==> src/rtl/dbuf_ep_pkg.sv <==
package dbuf_ep_pkg;
  localparam int CW_W        = 16;
  localparam int RX_TOG_BIT  = 14;
  localparam int RX_STAT_LSB = 12;
  localparam int TX_TOG_BIT  = 6;
  localparam int TX_STAT_LSB = 4;
  localparam int N_DESC      = 4;
  localparam int DESC_IDX_W  = $clog2(N_DESC);

  localparam logic [1:0] ST_OFF   = 2'b00;
  localparam logic [1:0] ST_STALL = 2'b01;
  localparam logic [1:0] ST_NAK   = 2'b10;
  localparam logic [1:0] ST_VALID = 2'b11;

  localparam logic [1:0] HS_NONE  = 2'd0;
  localparam logic [1:0] HS_ACK   = 2'd1;
  localparam logic [1:0] HS_NAK   = 2'd2;
  localparam logic [1:0] HS_STALL = 2'd3;

  typedef struct packed {
    logic       rx_tog;
    logic [1:0] rx_stat;
    logic       tx_tog;
    logic [1:0] tx_stat;
  } ep_ctl_t;
endpackage

==> src/rtl/dbuf_ep_ctlreg.sv <==
module dbuf_ep_ctlreg
  import dbuf_ep_pkg::*;
(
  input  logic       clk,
  input  logic       rst_n,
  input  logic       wr_en,
  input  ep_ctl_t    wr_mask,
  input  logic       txn_fire,
  input  logic       txn_ok,
  output ep_ctl_t    ctl,
  output logic       eng_tog,
  output logic       rx_mode,
  output logic [1:0] txn_hs,
  output logic       txn_done
);
  logic       tx_act;
  logic [1:0] cur_stat;
  ep_ctl_t    nxt;
  logic [1:0] cand_rx, cand_tx;
  logic       n_tx_act, sw_flip;

  assign tx_act   = (ctl.tx_stat != ST_OFF);
  assign rx_mode  = (ctl.rx_stat != ST_OFF);
  assign eng_tog  = tx_act ? ctl.tx_tog : ctl.rx_tog;
  assign cur_stat = tx_act ? ctl.tx_stat : ctl.rx_stat;
  assign txn_done = txn_fire && txn_ok && (cur_stat == ST_VALID);

  // handshake choice for the offered transaction
  always_comb begin
    case (cur_stat)
      ST_STALL: txn_hs = HS_STALL;
      ST_NAK:   txn_hs = HS_NAK;
      ST_VALID: txn_hs = txn_ok ? HS_ACK : HS_NONE;
      default:  txn_hs = HS_NONE;
    endcase
  end

  // next control word: software write, or swap after a completed transaction
  always_comb begin
    nxt      = ctl;
    cand_rx  = ctl.rx_stat ^ wr_mask.rx_stat;
    cand_tx  = ctl.tx_stat ^ wr_mask.tx_stat;
    n_tx_act = 1'b0;
    sw_flip  = 1'b0;
    if (wr_en) begin
      if ((cand_rx == ST_OFF) || (cand_tx == ST_OFF)) begin
        nxt.rx_stat = cand_rx;
        nxt.tx_stat = cand_tx;
      end
      nxt.rx_tog = ctl.rx_tog ^ wr_mask.rx_tog;
      nxt.tx_tog = ctl.tx_tog ^ wr_mask.tx_tog;
      n_tx_act   = (nxt.tx_stat != ST_OFF);
      sw_flip    = n_tx_act ? wr_mask.rx_tog : wr_mask.tx_tog;
      if (sw_flip && (nxt.rx_tog != nxt.tx_tog)) begin
        if (n_tx_act && (nxt.tx_stat == ST_NAK))
          nxt.tx_stat = ST_VALID;
        else if (!n_tx_act && (nxt.rx_stat == ST_NAK))
          nxt.rx_stat = ST_VALID;
      end
    end else if (txn_done) begin
      if (tx_act) begin
        nxt.tx_tog = ~ctl.tx_tog;
        if (~ctl.tx_tog == ctl.rx_tog) nxt.tx_stat = ST_NAK;
      end else begin
        nxt.rx_tog = ~ctl.rx_tog;
        if (~ctl.rx_tog == ctl.tx_tog) nxt.rx_stat = ST_NAK;
      end
    end
  end

  always_ff @(posedge clk or negedge rst_n) begin
    if (!rst_n) ctl <= '0;
    else        ctl <= nxt;
  end
endmodule

==> src/rtl/dbuf_ep_desc.sv <==
module dbuf_ep_desc
  import dbuf_ep_pkg::*;
#(
  parameter int DW = 16
) (
  input  logic                  clk,
  input  logic                  rst_n,
  input  logic                  sw_we,
  input  logic [DESC_IDX_W-1:0] sw_idx,
  input  logic [DW-1:0]         sw_wdata,
  output logic [DW-1:0]         sw_rdata,
  input  logic                  hw_we,
  input  logic [DESC_IDX_W-1:0] hw_idx,
  input  logic [DW-1:0]         hw_wdata,
  input  logic                  buf_sel,
  output logic [DW-1:0]         buf_addr,
  output logic [DW-1:0]         buf_len
);
  logic [DW-1:0] ent [N_DESC];

  for (genvar i = 0; i < N_DESC; i++) begin : g_ent
    always_ff @(posedge clk or negedge rst_n) begin
      if (!rst_n)
        ent[i] <= '0;
      else if (hw_we && (hw_idx == DESC_IDX_W'(i)))
        ent[i] <= hw_wdata;
      else if (sw_we && (sw_idx == DESC_IDX_W'(i)))
        ent[i] <= sw_wdata;
    end
  end

  assign sw_rdata = ent[sw_idx];
  assign buf_addr = ent[{buf_sel, 1'b0}];
  assign buf_len  = ent[{buf_sel, 1'b1}];
endmodule

==> src/rtl/dbuf_ep_hsout.sv <==
module dbuf_ep_hsout (
  input  logic       clk,
  input  logic       rst_n,
  input  logic       load,
  input  logic [1:0] code_in,
  input  logic       out_ready,
  output logic       out_valid,
  output logic [1:0] out_code,
  output logic       slot_free
);
  assign slot_free = !out_valid || out_ready;

  always_ff @(posedge clk or negedge rst_n) begin
    if (!rst_n) begin
      out_valid <= 1'b0;
      out_code  <= 2'd0;
    end else if (load) begin
      out_valid <= 1'b1;
      out_code  <= code_in;
    end else if (out_ready) begin
      out_valid <= 1'b0;
    end
  end
endmodule

==> src/rtl/dbuf_ep_ctrl.sv <==
module dbuf_ep_ctrl
  import dbuf_ep_pkg::*;
#(
  parameter int DESC_W = 16,
  parameter int CNT_W  = 10
) (
  input  logic              clk,
  input  logic              rst_n,
  input  logic              reg_wr_en,
  input  logic [15:0]       reg_wdata,
  output logic [15:0]       reg_rdata,
  input  logic              desc_wr_en,
  input  logic [1:0]        desc_idx,
  input  logic [DESC_W-1:0] desc_wdata,
  output logic [DESC_W-1:0] desc_rdata,
  output logic [DESC_W-1:0] buf_addr,
  output logic [DESC_W-1:0] buf_len,
  input  logic              evt_valid,
  output logic              evt_ready,
  input  logic              evt_ok,
  input  logic [CNT_W-1:0]  evt_count,
  output logic              hs_valid,
  input  logic              hs_ready,
  output logic [1:0]        hs_code
);
  ep_ctl_t    ctl, wr_mask;
  logic       eng_tog, rx_mode, txn_done, slot_free, fire;
  logic [1:0] txn_hs;
  logic       unused_wbits;

  assign wr_mask.rx_tog  = reg_wdata[RX_TOG_BIT];
  assign wr_mask.rx_stat = reg_wdata[RX_STAT_LSB +: 2];
  assign wr_mask.tx_tog  = reg_wdata[TX_TOG_BIT];
  assign wr_mask.tx_stat = reg_wdata[TX_STAT_LSB +: 2];
  assign unused_wbits    = ^{reg_wdata[15], reg_wdata[11:7], reg_wdata[3:0]};

  always_comb begin
    reg_rdata                   = '0;
    reg_rdata[RX_TOG_BIT]       = ctl.rx_tog;
    reg_rdata[RX_STAT_LSB +: 2] = ctl.rx_stat;
    reg_rdata[TX_TOG_BIT]       = ctl.tx_tog;
    reg_rdata[TX_STAT_LSB +: 2] = ctl.tx_stat;
  end

  assign evt_ready = slot_free && !reg_wr_en;
  assign fire      = evt_valid && evt_ready;

  dbuf_ep_ctlreg u_ctl (
    .clk      (clk),
    .rst_n    (rst_n),
    .wr_en    (reg_wr_en),
    .wr_mask  (wr_mask),
    .txn_fire (fire),
    .txn_ok   (evt_ok),
    .ctl      (ctl),
    .eng_tog  (eng_tog),
    .rx_mode  (rx_mode),
    .txn_hs   (txn_hs),
    .txn_done (txn_done)
  );

  dbuf_ep_desc #(.DW(DESC_W)) u_desc (
    .clk      (clk),
    .rst_n    (rst_n),
    .sw_we    (desc_wr_en),
    .sw_idx   (desc_idx),
    .sw_wdata (desc_wdata),
    .sw_rdata (desc_rdata),
    .hw_we    (txn_done && rx_mode),
    .hw_idx   ({eng_tog, 1'b1}),
    .hw_wdata (DESC_W'(evt_count)),
    .buf_sel  (eng_tog),
    .buf_addr (buf_addr),
    .buf_len  (buf_len)
  );

  dbuf_ep_hsout u_hs (
    .clk       (clk),
    .rst_n     (rst_n),
    .load      (fire),
    .code_in   (txn_hs),
    .out_ready (hs_ready),
    .out_valid (hs_valid),
    .out_code  (hs_code),
    .slot_free (slot_free)
  );
endmodule

==> config.mk <==
export PLATFORM = sky130hd
export DESIGN_NAME = dbuf_ep_ctrl
export DESIGN_NICKNAME = d
export VERILOG_FILES = /design/src/rtl/dbuf_ep_pkg.sv /design/src/rtl/dbuf_ep_ctlreg.sv /design/src/rtl/dbuf_ep_desc.sv /design/src/rtl/dbuf_ep_hsout.sv /design/src/rtl/dbuf_ep_ctrl.sv
export SDC_FILE = /design/constraint.sdc
export NUM_CORES = 1
export LEC_CHECK = 0
export ABC_AREA = 1
export BUFFER_PORTS_ARGS = -buffer_cell sky130_fd_sc_hd__buf_2
export CAP_MARGIN = 20
export CORE_AREA = 2 2 99 101
export CTS_CLUSTER_SIZE = 40
export DETAILED_ROUTE_END_ITERATION = 8
export DIE_AREA = 0 0 101 103
export PLACE_DENSITY = 0.77
export SYNTH_ARGS = -nofsm -noshare
export SYNTH_HDL_FRONTEND = slang
export SYNTH_HIERARCHICAL = 1
export SYNTH_SLANG_ARGS = --single-unit
==> constraint.sdc <==
create_clock -name clk -period 2.2 [get_ports clk]
set_input_delay 0.11 -clock clk [delete_from_list [all_inputs] [get_ports clk]]
set_output_delay 0.11 -clock clk [all_outputs]
set_load 0.01 [all_outputs]
==> impl_metrics.env <==
export IMPL_switching_share_pct=42.25
export IMPL_io_pins=119
export IMPL_r2r_slack_ns=0.15
export IMPL_wl_per_cell_um=16.32
export IMPL_synth_edf_count=0
export IMPL_pwr_share_comb_pct=50.4
export IMPL_rr_endpoint="u_desc/ent[15]$_DFFE_PN0P_"
export IMPL_hold_path_end="u_desc/ent[32]$_DFFE_PN0P_"
export IMPL_cp_max_fo=11
export IMPL_netlist_area_leader_share_pct=36.19
export IMPL_slew_headroom_pct=37.73
export IMPL_max_vdd_ir_drop_v=0.0007166
export IMPL_ys_flop_type="dfrtp_1"
export IMPL_cts_tree="done"
export IMPL_cap_violations=0
export IMPL_clock_power_share_pct=19.8
export IMPL_num_rows=36
export IMPL_outcome="complete, no violations"
export IMPL_drc=0
export IMPL_tns_ns=0
export IMPL_crit_required_ns=2.09
export IMPL_crit_path_end_kind="output port"
export IMPL_dieArea_um2=10400
export IMPL_clockBufferDepth=2
export IMPL_maxSlewViolCount=0
export IMPL_synthArstFlopShare_pct=100.0
export IMPL_rsz0062_at_grt="true"
export IMPL_fp_dieW_um=101
export IMPL_firstDrtPassIters=5
export IMPL_hold_class="in -> reg"
export IMPL_vias=5414
export IMPL_overflow=0
export IMPL_yosys_warnings=6
export IMPL_p_int_w=0.004010
export IMPL_routed_wl_um=15430
export IMPL_cts_num_sinks=73
export IMPL_synth_avg_cell_area_um2=6.981
export IMPL_setup_viol=0
export IMPL_grt_max_degree=74
export IMPL_fill_cells=877
export IMPL_start_kind="flop"
export IMPL_coreArea_um2=9459
export IMPL_clkTransAtPathRegs_ns=0.08
export IMPL_antennaDiodeCount=0
export IMPL_finalCriticalPeriod_ns=2.141
export IMPL_fin_nets=878
export IMPL_cts_buffers=9
export IMPL_initial_core_util_pct=53.36
export IMPL_dpl_hpwl_um=10170
export IMPL_r2r_start="u_ctl/ctl[0]$_DFFE_PN0P_"
export IMPL_synth_seq_area_share_pct=36.19
export IMPL_worst_slack_ns=0.05889
export IMPL_gp_congestion=0.8712
export IMPL_synthCells=723
export IMPL_yosysTopAreaCell="dfrtp_1"
export IMPL_min_period_over_period_pct=97.32
export IMPL_drtAntennaViolNets=0
export IMPL_ctsRootBufferMaster="clkbuf_8"
export IMPL_p_sw_w=0.002935
export IMPL_syn2layout_area_growth_pct=18.20
export IMPL_ys_types=27
export IMPL_seqPwrFrac_pct=29.8
export IMPL_critPathKind="reg -> out"
export IMPL_worst_pin_slew_ns=0.9315
export IMPL_htreeDepth=3
export IMPL_viasPerCell=5.729
export IMPL_syn_area_um2=5047
export IMPL_grt_total_usage_pct=30.37
export IMPL_p_per_area_nw_per_um2=1164
export IMPL_whs_path_depth=3
export IMPL_portBuffers=98
export IMPL_yosys_register_bits=73
export IMPL_layout_drive_gt1_share_pct=23.47
export IMPL_drtIter0Drc=549
export IMPL_reg2reg_depth=12
export IMPL_antenna_found_initial=0
export IMPL_insertion_delay_ns=0.37
export IMPL_multi_input_area_um2=2749
export IMPL_max_freq_ghz=0.4670
export IMPL_grt_pass1_vias=4958
export IMPL_crit_arrival_ns=2.03
export IMPL_finalClockSkew_ns=0.009940
export IMPL_grt_first_pass_wirelength_um=24540
export IMPL_register_area_um2=1829
export IMPL_min_from="desc_wdata[0]"
export IMPL_power_static_leakage_nw=3.318
export IMPL_hold_viol_final=0
export IMPL_pre_cts_ws_ns=0.1275
export IMPL_fp_dieH_um=103
export IMPL_synth_area_leaders="dfrtp_1 36%, nand2_1 17%, nand3_1 11%, nand4_1 7.2%, mux2_2 5.1%"
[layout by cell type, fill, tap and decap left out, drive strengths merged]
master / instances
ha: 1
a22oi: 9
mux2: 23
inv: 76
conb: 28
clkinvlp: 1
nand4: 58
xnor2: 2
nand3: 116
o21ai: 13
dlygate4sd3: 2
dfrtp: 73
a21oi: 21
clkbuf: 12
nor2: 27
bufinv: 3
xor2: 3
nand2: 246
buf: 117
[worst max path at each step]
stage	from	end	slack, ns	cells after the start
floorplan	u_ctl/ctl[0]$_DFFE_PN0P_	u_desc/ent[35]$_DFFE_PN0P_	0.31	13
detailed placement	u_ctl/ctl[0]$_DFFE_PN0P_	u_desc/ent[37]$_DFFE_PN0P_	0.13	10
global placement	u_ctl/ctl[0]$_DFFE_PN0P_	u_desc/ent[9]$_DFFE_PN0P_	0.20	11
CTS	u_ctl/ctl[0]$_DFFE_PN0P_	buf_len[10]	0.0001	6
global route	u_ctl/ctl[0]$_DFFE_PN0P_	buf_len[10]	0.003	6
finish	u_ctl/ctl[0]$_DFFE_PN0P_	buf_len[10]	0.06	6
[routing by layer]
layer,part of all wire (%),vias to the layer above,track usage [%]
li1,-,2553,-
met5,0,-,0
met1,41,2525,41.01
met4,2.2,0,11.95
met3,9.3,34,4.610
met2,48,302,49.49
[what timing repair did]
item                                    in CTS  in global routing
hold buffers                                 2                  0
endpoints found under the setup margin      23                 49
buffers inserted                             0                  1
pin swaps                                    1                  1
resized for setup                            2                  8
endpoints found under the hold margin       74                  0
[synthesized netlist by cell type, types with 10 or more instances]
master    count
a21oi_1      21
buf_2        15
buf_4        17
clkbuf_1     16
dfrtp_1      73
inv_1        66
inv_2        10
mux2_2       23
nand2_1     232
nand2_2      13
nand3_1     111
nand4_1      58
nor2_1       22
[worst max-delay path, cell delays in order (launching register included)]
cell     delay, ns
dfrtp_2       0.44
nor2_2        0.08
buf_4         0.14
o21ai_4       0.25
buf_4         0.25
mux2_2        0.36
buf_2         0.14
[state kept, by name (all words and copies together) (netlist names)]
register and count:
u_hs/out_code 2, u_ctl/ctl 6, u_hs/out_valid 1, u_desc/ent 64
[cell families (layout without fill, tap and decap cells)]
| logic type | after synthesis | count (layout) | share of synthesized area, % |
|---|---|---|---|
| xor gates and xnor gates | 5 | 5 | 1.017 |
| AOI/OAI and AO/OA | 43 | 43 | 4.710 |
| muxes | 23 | 23 | 5.131 |
| adders and majority gates | 1 | 1 | 0.2479 |
| and+or+nand+nor | 447 | 447 | 40.73 |
| buffers and inverters | 129 | 211 | 11.82 |
| other | 2 | 28 | 0.1488 |
| DFF | 73 | 73 | 36.19 |
[final cells by class]
| cell class | instances | share of cell area [%] |
|---|---|---|
| Tap cell | 114 | 2.391 |
| Timing Repair Buffer | 119 | 11.64 |
| Clock inverter | 4 | 1.636 |
| Multi-Input combinational cell | 547 | 46.08 |
| Inverter | 76 | 4.824 |
| Clock buffer | 12 | 2.768 |
| Sequential cell | 73 | 30.66 |
[power by group through the flow]
| stage | clock [W] | combinational (W) | sequential, W |
|---|---|---|---|
| finish | 0.00138 | 0.00350 | 0.00207 |
| global route | 0.00146 | 0.00381 | 0.00213 |
| CTS | 0.00138 | 0.00339 | 0.00206 |
| detailed placement | 0 | 0.00338 | 0.00207 |
| global placement | 0 | 0.00330 | 0.00206 |
| floorplan | 0 | 0.00226 | 0.00202 |
[through the flow]
stage | utilization (%) | power [W] | instances | hold WS, ns | cell area [um^2]
5_1_grt | 63.07 | 0.007390 | 945 | 0.04589 | 5966
2_1_floorplan | - | 0.004275 | 749 | -0.1856 | 5145
3_5_place_dp | 59.74 | 0.005451 | 926 | 0.1771 | 5650
4_1_cts | 62.75 | 0.006830 | 944 | 0.02017 | 5936
3_3_place_gp | 59.74 | 0.005351 | 926 | 0.1760 | 5650
6_report | 63.07 | 0.006945 | 945 | 0.02802 | 5966
Note: power is estimated with default switching activity, not from simulation.
